==> src/rtl/nand_addr_seq.sv <==
module nand_addr_seq #(
  parameter int ADDR_W    = 24,
  parameter int LOW_CLKS  = 2,
  parameter int HIGH_CLKS = 2
) (
  input  logic              clk,
  input  logic              rst_n,
  input  logic              wr_en,
  input  logic [ADDR_W-1:0] wr_addr,
  input  logic [31:0]       wr_data,
  output logic              wr_ready,
  output logic              ce_n,
  output logic              cle,
  output logic              ale,
  output logic              we_n,
  output logic [7:0]        io,
  output logic              ecc_last
);

  localparam int CYC       = LOW_CLKS + HIGH_CLKS;
  localparam int TW        = (CYC > 2) ? $clog2(CYC) : 1;
  localparam int DATA_BIT  = 19;
  localparam int VALID_BIT = 20;
  localparam int ECC_BIT   = 10;
  localparam int CNT_LSB   = 21;
  localparam int OP0_LSB   = 3;
  localparam int OP1_LSB   = 11;
  localparam logic [TW-1:0] LOW_T  = TW'(LOW_CLKS);
  localparam logic [TW-1:0] LAST_T = TW'(CYC - 1);

  typedef enum logic [1:0] {S_IDLE, S_SEND, S_WAIT} st_t;

  st_t               st;
  logic [ADDR_W-1:0] cur_addr;
  logic [31:0]       cur_data;
  logic              seg;
  logic [2:0]        idx;
  logic [TW-1:0]     tick;

  logic       is_data, op1_v, ecc_flag, split;
  logic [2:0] n_addr, first_n, rest_n;
  logic [7:0] op0, op1;

  assign is_data  = cur_addr[DATA_BIT];
  assign op1_v    = cur_addr[VALID_BIT];
  assign ecc_flag = cur_addr[ECC_BIT];
  assign n_addr   = cur_addr[CNT_LSB +: 3];
  assign op0      = cur_addr[OP0_LSB +: 8];
  assign op1      = cur_addr[OP1_LSB +: 8];
  assign split    = n_addr > 3'd4;
  assign first_n  = split ? 3'd4 : n_addr;
  assign rest_n   = n_addr - 3'd4;

  function automatic logic [7:0] byte_of(input logic [31:0] w, input logic [1:0] k);
    return w[8*k +: 8];
  endfunction

  logic       s_cle, s_ale;
  logic [7:0] s_byte;
  logic [2:0] total;
  logic [2:0] idx_m1;

  assign idx_m1 = idx - 3'd1;

  always_comb begin
    s_cle  = 1'b0;
    s_ale  = 1'b0;
    s_byte = 8'h00;
    if (is_data) begin
      total = 3'd4 + {2'b00, op1_v};
      if (idx < 3'd4) s_byte = byte_of(cur_data, idx[1:0]);
      else begin
        s_cle  = 1'b1;
        s_byte = op1;
      end
    end else if (!seg) begin
      total = 3'd1 + first_n + {2'b00, op1_v & ~split};
      if (idx == 3'd0) begin
        s_cle  = 1'b1;
        s_byte = op0;
      end else if (idx <= first_n) begin
        s_ale  = 1'b1;
        s_byte = byte_of(cur_data, idx_m1[1:0]);
      end else begin
        s_cle  = 1'b1;
        s_byte = op1;
      end
    end else begin
      total = rest_n + {2'b00, op1_v};
      if (idx < rest_n) begin
        s_ale  = 1'b1;
        s_byte = byte_of(cur_data, idx[1:0]);
      end else begin
        s_cle  = 1'b1;
        s_byte = op1;
      end
    end
  end

  logic busy, last_slot, accept;

  assign busy      = (st == S_SEND);
  assign last_slot = (idx == total - 3'd1);
  assign accept    = wr_en && ((st == S_IDLE) || (st == S_WAIT && wr_addr == cur_addr));

  always_ff @(posedge clk) begin
    if (!rst_n) begin
      st       <= S_IDLE;
      cur_addr <= '0;
      cur_data <= '0;
      seg      <= 1'b0;
      idx      <= '0;
      tick     <= '0;
    end else begin
      case (st)
        S_SEND: begin
          if (tick == LAST_T) begin
            tick <= '0;
            if (last_slot) st <= (!is_data && !seg && split) ? S_WAIT : S_IDLE;
            else idx <= idx + 3'd1;
          end else begin
            tick <= tick + 1'b1;
          end
        end
        default: begin
          if (accept) begin
            cur_addr <= wr_addr;
            cur_data <= wr_data;
            seg      <= (st == S_WAIT);
            idx      <= '0;
            tick     <= '0;
            st       <= S_SEND;
          end
        end
      endcase
    end
  end

  assign wr_ready = !busy;
  assign ce_n     = (st == S_IDLE);
  assign we_n     = !(busy && tick < LOW_T);
  assign cle      = busy && s_cle;
  assign ale      = busy && s_ale;
  assign io       = busy ? s_byte : 8'h00;
  assign ecc_last = busy && is_data && ecc_flag && idx == 3'd3 && tick == LAST_T;

  AST_LATCH_EXCL: assert property (@(posedge clk) disable iff (!rst_n) !(cle && ale));
  AST_IO_STABLE: assert property (@(posedge clk) disable iff (!rst_n)
    $rose(we_n) |-> ($stable(io) && $stable(cle) && $stable(ale)));
  generate
    if (LOW_CLKS >= 2) begin : g_low_chk
      AST_WE_LOW_WIDTH: assert property (@(posedge clk) disable iff (!rst_n) $fell(we_n) |=> !we_n);
    end
  endgenerate
  AST_ECC_IN_DATA: assert property (@(posedge clk) disable iff (!rst_n)
    ecc_last |-> (!cle && !ale && we_n && !ce_n));
  AST_READY_CAUSE: assert property (@(posedge clk) disable iff (!rst_n)
    $fell(wr_ready) |-> $past(wr_en));
  AST_WAIT_IGNORE: assert property (@(posedge clk) disable iff (!rst_n)
    (st == S_WAIT && wr_en && wr_addr != cur_addr) |=> (st == S_WAIT));
  AST_WAIT_HOLD_CE: assert property (@(posedge clk) disable iff (!rst_n)
    (st == S_WAIT) |-> (!ce_n && we_n && wr_ready));

endmodule

==> config.mk <==
export PLATFORM = sky130hd
export DESIGN_NAME = nand_addr_seq
export DESIGN_NICKNAME = d
export VERILOG_FILES = /design/src/rtl/nand_addr_seq.sv
export SDC_FILE = /design/constraint.sdc
export NUM_CORES = 1
export LEC_CHECK = 0
export BUFFER_PORTS_ARGS = -buffer_cell sky130_fd_sc_hd__buf_2
export CAP_MARGIN = 20
export CORE_MARGIN = 3
export CORE_UTILIZATION = 60
export DETAILED_ROUTE_END_ITERATION = 8
export PLACE_DENSITY_LB_ADDON = 0.15
export SKIP_LAST_GASP = 1
export SLEW_MARGIN = 10
export SYNTH_ARGS = -nofsm -noshare
export SYNTH_HDL_FRONTEND = slang
export SYNTH_SLANG_ARGS = --single-unit
==> constraint.sdc <==
create_clock -name clk -period 7.08 [get_ports clk]
set_clock_uncertainty 0.05 [all_clocks]
set_input_delay 1.77 -clock clk [delete_from_list [all_inputs] [get_ports clk]]
set_output_delay 1.77 -clock clk [all_outputs]
set_load 0.1 [all_outputs]
==> Word level (Yosys, flattened, before mapping) <==
Cells that the tools add are included.
{ "op_classes": {"n_addsub": 9, "order_cmp": 5, "eq_ne": 9, "shift": 2, "muxes": 33, "bitwise": 3, "n_reduce_logical": 22} }
{ "op_table": {"columns": ["cell", "n"], "rows": [
  ["32-bit by 6-bit variable part select with 8-bit output", 2],
  ["8-bit two-way mux", 7],
  ["24-bit equality test", 1],
  ["3-bit two-way mux", 7],
  ["2-bit two-way mux", 8],
  ["1-bit logical AND", 11],
  ["1-bit two-way mux", 11],
  ["3-bit by 1-bit adder with 3-bit output", 2],
  ["3-bit AND reduction", 2],
  ["2-bit equality test, second input constant", 2],
  ["1-bit zero test", 4],
  ["2-bit by 1-bit != test with 1-bit output, second input constant", 2],
  ["1-bit by 3-bit adder with 3-bit output, first input constant", 1],
  ["3-bit by 1-bit adder with 3-bit output, first input constant", 1],
  ["3-bit by 1-bit adder with 3-bit output, second input constant", 1],
  ["3-bit by 2-bit equality test with 1-bit output, second input constant", 1],
  ["3-bit equality test", 1],
  ["3-bit greater-than comparator, second input constant", 1],
  ["3-bit less-or-equal comparator", 1],
  ["3-bit zero test", 1],
  ["3-bit < comparator", 1],
  ["3-bit < comparator, second input constant", 1],
  ["3-bit by 1-bit subtractor with 3-bit output, second input constant", 1],
  ["3-bit subtractor, second input constant", 1],
  ["11 further kinds", 12]
]} }
{ "word_totals": {"register_bits": 64, "in_bits": 59, "output_inout_bits": 14, "elab_cells": 89} }

==> Depth between registers and ports, before layout <==
{ "depth": {"depth_word": 11, "depth_mapped": 14, "depth_no_buf": 13} }

==> Worst setup path before layout <==
No wires, ideal clock.
{ "synth_path": {"path_kind": "flip-flop to output port", "from": "register idx[0]", "to": "output port io[1]", "t_arrival_ns": 4.842, "required_ns": 5.260, "path_slack_ns": 0.418, "stages_incl_launch_ff": 9, "path_buffers": 2, "cell_sequence": "dfxtp_1 -> buf_1 -> inv_1 -> ha_1 -> clkbuf_2 -> mux4_2 -> mux2i_1 -> and3_1 -> nor4_1"} }
{ "synth_via": {"elab_chain_len": 7, "elab_cells_between_ends": 14, "cone_classes": "add/sub (1); order compare (3); shift (2); mux (7); reduce/logical (1)"} }
{ "synth_rtl": {"columns": ["element", "line_no", "text"], "rows": [
  ["start, declared", "37", "logic [2:0] idx;"],
  ["start signal, assigned", "120", "else idx <= idx + 3'd1;"],
  ["2-bit by 1-bit subtractor with 2-bit output", "63", "assign idx_m1 = idx - 3'd1;"],
  ["32-bit by 6-bit variable part select with 8-bit output", "55", "return w[8*k +: 8];"],
  ["8-bit two-way mux", "81", "end else if (idx <= first_n) begin"],
  ["8-bit two-way mux", "78", "if (idx == 3'd0) begin"],
  ["8-bit two-way mux", "76", "end else if (!seg) begin"],
  ["8-bit two-way mux *", "69", "if (is_data) begin"],
  ["8-bit two-way mux *", "144", "assign io = busy ? s_byte : 8'h00;"],
  ["end, declared", "16", "output logic [7:0] io,"]
]} }
Mark *: on every way between the ends. The rest lies on a longest branch, timed or not.

==> Final worst setup path <==
{ "layout_path": {"from": "register idx[1]", "to": "output port io[4]"} }
Same word-level chain as after synthesis.

==> metrics.txt <==
# TYPE chip_impl_metric gauge
chip_impl_metric{name="power.combinational.fraction",unit=""} 0.221
chip_impl_metric{name="finish.instance_area",unit="mm²"} 0.00457
chip_impl_info{name="clock-root-buffer",value="clkbuf_8"} 1
chip_impl_metric{name="drive_above_1_share",unit=""} 0.246
chip_impl_metric{name="fp.dieArea",unit="mm²"} 0.00770
chip_impl_info{name="synth-main-ff-cell",value="dfxtp_1"} 1
chip_impl_metric{name="portBuffers",unit=""} 72
chip_impl_info{name="timing.critical_path.from_type",value="flop"} 1
chip_impl_metric{name="die_width",unit="µm"} 87.8
chip_impl_metric{name="number_of_cells_after_detailed_placement",unit=""} 526
chip_impl_metric{name="synth.distinct_cells",unit=""} 55
chip_impl_info{name="worstReg2RegEnd",value="idx[1]$_SDFFE_PN0P_"} 1
chip_impl_metric{name="final_util",unit=""} 0.711
chip_impl_metric{name="die_height",unit="µm"} 87.8
chip_impl_metric{name="grt_first_pass_wirelength",unit="µm"} 14900
chip_impl_metric{name="timing.final.setup_violations",unit=""} 0
chip_impl_metric{name="worst_ep_required_time",unit="ps"} 5260
chip_impl_metric{name="drt-vias-per-instance",unit=""} 5.86
chip_impl_metric{name="synth_top_area_frac",unit=""} 0.320
chip_impl_info{name="cp-startpoint",value="idx[1]$_SDFFE_PN0P_"} 1
chip_impl_metric{name="postCtsSetupBuffers",unit=""} 0
chip_impl_info{name="synthDominantAreaCellType",value="dfxtp_1"} 1
chip_impl_metric{name="cell_internal_pwr",unit="µW"} 648
chip_impl_metric{name="place_hpwl",unit="µm"} 6790
chip_impl_metric{name="num_vias",unit=""} 3186
chip_impl_metric{name="power.ir.vdd_worst",unit="mV"} 0.169
chip_impl_metric{name="max_slew.worst_pin.slew",unit="ps"} 981
chip_impl_metric{name="start_util",unit=""} 0.624
chip_impl_metric{name="worst_setup_hold_path_clk_slew",unit="ps"} 80
chip_impl_metric{name="seqPwrFrac",unit=""} 0.437
chip_impl_metric{name="hold_viol",unit=""} 0
chip_impl_metric{name="first_global_vias",unit=""} 3061
chip_impl_metric{name="area_growth",unit="%"} 13.9
chip_impl_metric{name="powerDensity",unit="mW/mm²"} 206
chip_impl_metric{name="slew_headroom",unit=""} 0.346
chip_impl_info{name="grt_setup_unrepaired",value="false"} 1
chip_impl_metric{name="finalWirelength",unit="µm"} 9260
chip_impl_metric{name="net_count_of_the_mapped_netlist",unit=""} 472
chip_impl_metric{name="drc_errors",unit=""} 0
chip_impl_metric{name="synth_cells",unit=""} 401
chip_impl_info{name="worst-setup-path-type",value="reg -> out"} 1
chip_impl_metric{name="gpl.final_weighted_congestion",unit=""} 0.929
chip_impl_metric{name="ctsHoldBuffers",unit=""} 0
chip_impl_metric{name="p_leak",unit="µW"} 0.00193
chip_impl_metric{name="final_min_period_over_clock_period",unit=""} 0.705
chip_impl_metric{name="post_synth_edffs",unit=""} 0
chip_impl_metric{name="n_antenna_cell",unit=""} 0
chip_impl_metric{name="clk-insertion-delay-late",unit="ps"} 340
chip_impl_metric{name="max_h_tree_level",unit=""} 3
chip_impl_metric{name="largest_fanout_on_the_critical_path",unit=""} 14
chip_impl_metric{name="placementRows",unit=""} 29
chip_impl_metric{name="synth-seq-area-share",unit=""} 0.320
chip_impl_metric{name="maxClockFrequency",unit="MHz"} 200
chip_impl_metric{name="fin_nets",unit=""} 533
chip_impl_metric{name="ys_ff_latch",unit=""} 64
chip_impl_metric{name="holdWs",unit="ps"} 490
chip_impl_metric{name="power.share.switching",unit=""} 0.311
chip_impl_info{name="outcome",value="finished clean"} 1
chip_impl_metric{name="ff2ff_path_depth",unit=""} 10
chip_impl_metric{name="routedWlPerCell",unit="µm"} 17.0
chip_impl_metric{name="max_cap_viol_count",unit=""} 0
chip_impl_metric{name="drt.antenna.violating_nets",unit=""} 0
chip_impl_metric{name="synth_area",unit="mm²"} 0.00401
chip_impl_info{name="yosys-top-cells-area",value="dfxtp_1 (32%), mux2i_1 (18%), nor2b_1 (9.0%)"} 1
chip_impl_metric{name="grt.overflow.total",unit=""} 0
chip_impl_metric{name="power_switching",unit="µW"} 293
chip_impl_metric{name="grt_util_all_layers",unit=""} 0.248
chip_impl_metric{name="max-clock-path-buffers",unit=""} 2
chip_impl_info{name="cp-end-kind",value="output pin"} 1
chip_impl_info{name="timing.hold.worst.class",value="reg -> reg"} 1
chip_impl_metric{name="maximum_number_of_pins_on_one_net_before_global_route_repair",unit=""} 69
chip_impl_metric{name="drt_pre_antenna_iters",unit=""} 4
chip_impl_metric{name="core-area",unit="mm²"} 0.00642
chip_impl_metric{name="pwr-share-clk",unit=""} 0.342
chip_impl_metric{name="final-max-slew-violation-count",unit=""} 0
chip_impl_metric{name="cts_made_buffers",unit=""} 9
chip_impl_metric{name="fin_setup_tns",unit="ps"} 0
chip_impl_info{name="worst_r2r_startpoint",value="cur_addr[19]$_SDFFE_PN0P_"} 1
chip_impl_metric{name="boundaryPins",unit=""} 73
chip_impl_metric{name="layout.cells.non_filler",unit=""} 544
chip_impl_metric{name="synth_async_sr_flop_share",unit=""} 0
chip_impl_metric{name="detailed_place.area",unit="mm²"} 0.00434
chip_impl_metric{name="regToRegSetupSlack",unit="ps"} 3980
chip_impl_metric{name="post-route-min-period",unit="ps"} 4990
chip_impl_metric{name="post_cts_resize_count",unit=""} 0
chip_impl_metric{name="initial_drc_count",unit=""} 206
chip_impl_metric{name="arrival",unit="ps"} 3170
chip_impl_metric{name="postSynthAreaPerCell",unit="µm²"} 10.0
chip_impl_metric{name="antenna_violations_before_repair",unit=""} 0
chip_impl_info{name="critical_path.endpoint",value="io[4]"} 1
chip_impl_metric{name="numClockSinks",unit=""} 64
chip_impl_metric{name="n_fill_cell",unit=""} 504
chip_impl_metric{name="yosys_warnings",unit=""} 0
chip_impl_info{name="tritoncts_clock_tree",value="yes"} 1
worst min-delay path by stage:
stage,startpoint,to,slack [ps],depth (start not counted)
after floorplan,st[1]$_SDFFE_PN0P_,st[1]$_SDFFE_PN0P_,440,2
after global placement,cur_data[11]$_SDFFE_PN0P_,cur_data[11]$_SDFFE_PN0P_,470,2
after detailed placement,cur_addr[0]$_SDFFE_PN0P_,cur_addr[0]$_SDFFE_PN0P_,480,2
after CTS,cur_data[21]$_SDFFE_PN0P_,cur_data[21]$_SDFFE_PN0P_,490,2
after global routing,cur_data[21]$_SDFFE_PN0P_,cur_data[21]$_SDFFE_PN0P_,520,2
final,cur_addr[0]$_SDFFE_PN0P_,cur_addr[0]$_SDFFE_PN0P_,490,2
layout make-up:
class | count | area, µm² | area share
multi-input cells | 302 | 2560 | 0.561
inverters | 11 | 41.3 | 0.00904
clock buffers | 10 | 138 | 0.0301
well taps | 77 | 96.3 | 0.0211
repair buffers | 74 | 383 | 0.0838
flip-flops and latches | 64 | 1280 | 0.280
clock inverters | 6 | 67.6 | 0.0148
worst max-delay path: stages (launching register included):
cell and delay [ps]:
dfxtp_1 720, ha_1 370, a31oi_1 190, o221ai_1 260, buf_4 260, mux2i_1 130
a211o_1 310, o21ai_0 110, buf_2 480
power by group through the flow:
stage               sequential, µW  clock (µW)  combinational, µW
floorplan                      407           0                169
global placement               417           0                205
detailed placement             419           0                209
CTS                            410         330                210
global route                   414         344                226
finish                         411         322                208
placed cells by master (no fill, tap or decap), types with 2 or more instances in the layout:
| cell | instances |
|---|---|
| nor3b_1 | 2 |
| nor3_1 | 4 |
| nand2b_1 | 4 |
| a21oi_1 | 4 |
| inv_1 | 10 |
| and2_1 | 2 |
| nand3_1 | 3 |
| clkbuf_8 | 10 |
| o21ai_0 | 12 |
| o21a_1 | 4 |
| a211o_1 | 8 |
| dfxtp_1 | 64 |
| mux4_2 | 16 |
| buf_2 | 72 |
| xor2_1 | 4 |
| xnor2_1 | 23 |
| ha_1 | 12 |
| nand2_1 | 20 |
| nor2b_1 | 58 |
| a2bb2oi_1 | 2 |
| nor2_1 | 16 |
| o31ai_1 | 2 |
| nand4_1 | 6 |
| clkinvlp_4 | 2 |
| nor4_1 | 2 |
| mux2i_1 | 73 |
cell usage after synthesis, drive strengths merged (2+ instances only):
cell type / n
o31ai: 3
ha: 12
a211o: 8
o22ai: 2
a2bb2oi: 2
inv: 10
nor4: 3
nor2: 16
a21oi: 4
mux4: 16
xnor2: 23
nand2b: 4
nor3b: 2
nand3: 3
xor2: 4
clkbuf: 10
dfxtp: 64
nor3: 4
o21ai: 13
mux2i: 73
nor2b: 58
buf: 14
and2: 3
nand4: 6
or2: 2
o21a: 4
nand2: 20
cell families (layout without fill, tap and decap cells):
family	count (synthesis)	count (layout)	synth area share
AO/OA/AOI/OAI	45	45	0.0849
AND/OR/NAND/NOR	128	128	0.181
adder cells (fa/ha/maj)	12	12	0.0374
multiplexers	90	90	0.275
flip-flops	64	64	0.320
XOR/XNOR	27	27	0.0590
buffers and inverters	35	101	0.0437
per-layer routing:
metal	GRT usage	vias to the layer above	wire, µm
li1	-	1548	-
met1	0.352	1507	4340
met2	0.375	114	4220
met3	0.0555	17	534
met4	0.0837	0	174
met5	0	-	0
registers in the layout, summed over array words and instances (netlist names):
signal	flops
cur_data	32
st	2
tick	2
cur_addr	24
seg	1
idx	3
metrics by stage:
stage | setup WS, ps | total power (µW)
3_3_place_gp | 2040 | 622
3_5_place_dp | 1980 | 627
5_1_grt | 1880 | 984
6_report | 2090 | 942
4_1_cts | 1590 | 950
2_1_floorplan | 418 | 576
Note: power is estimated with default switching activity, not from simulation.
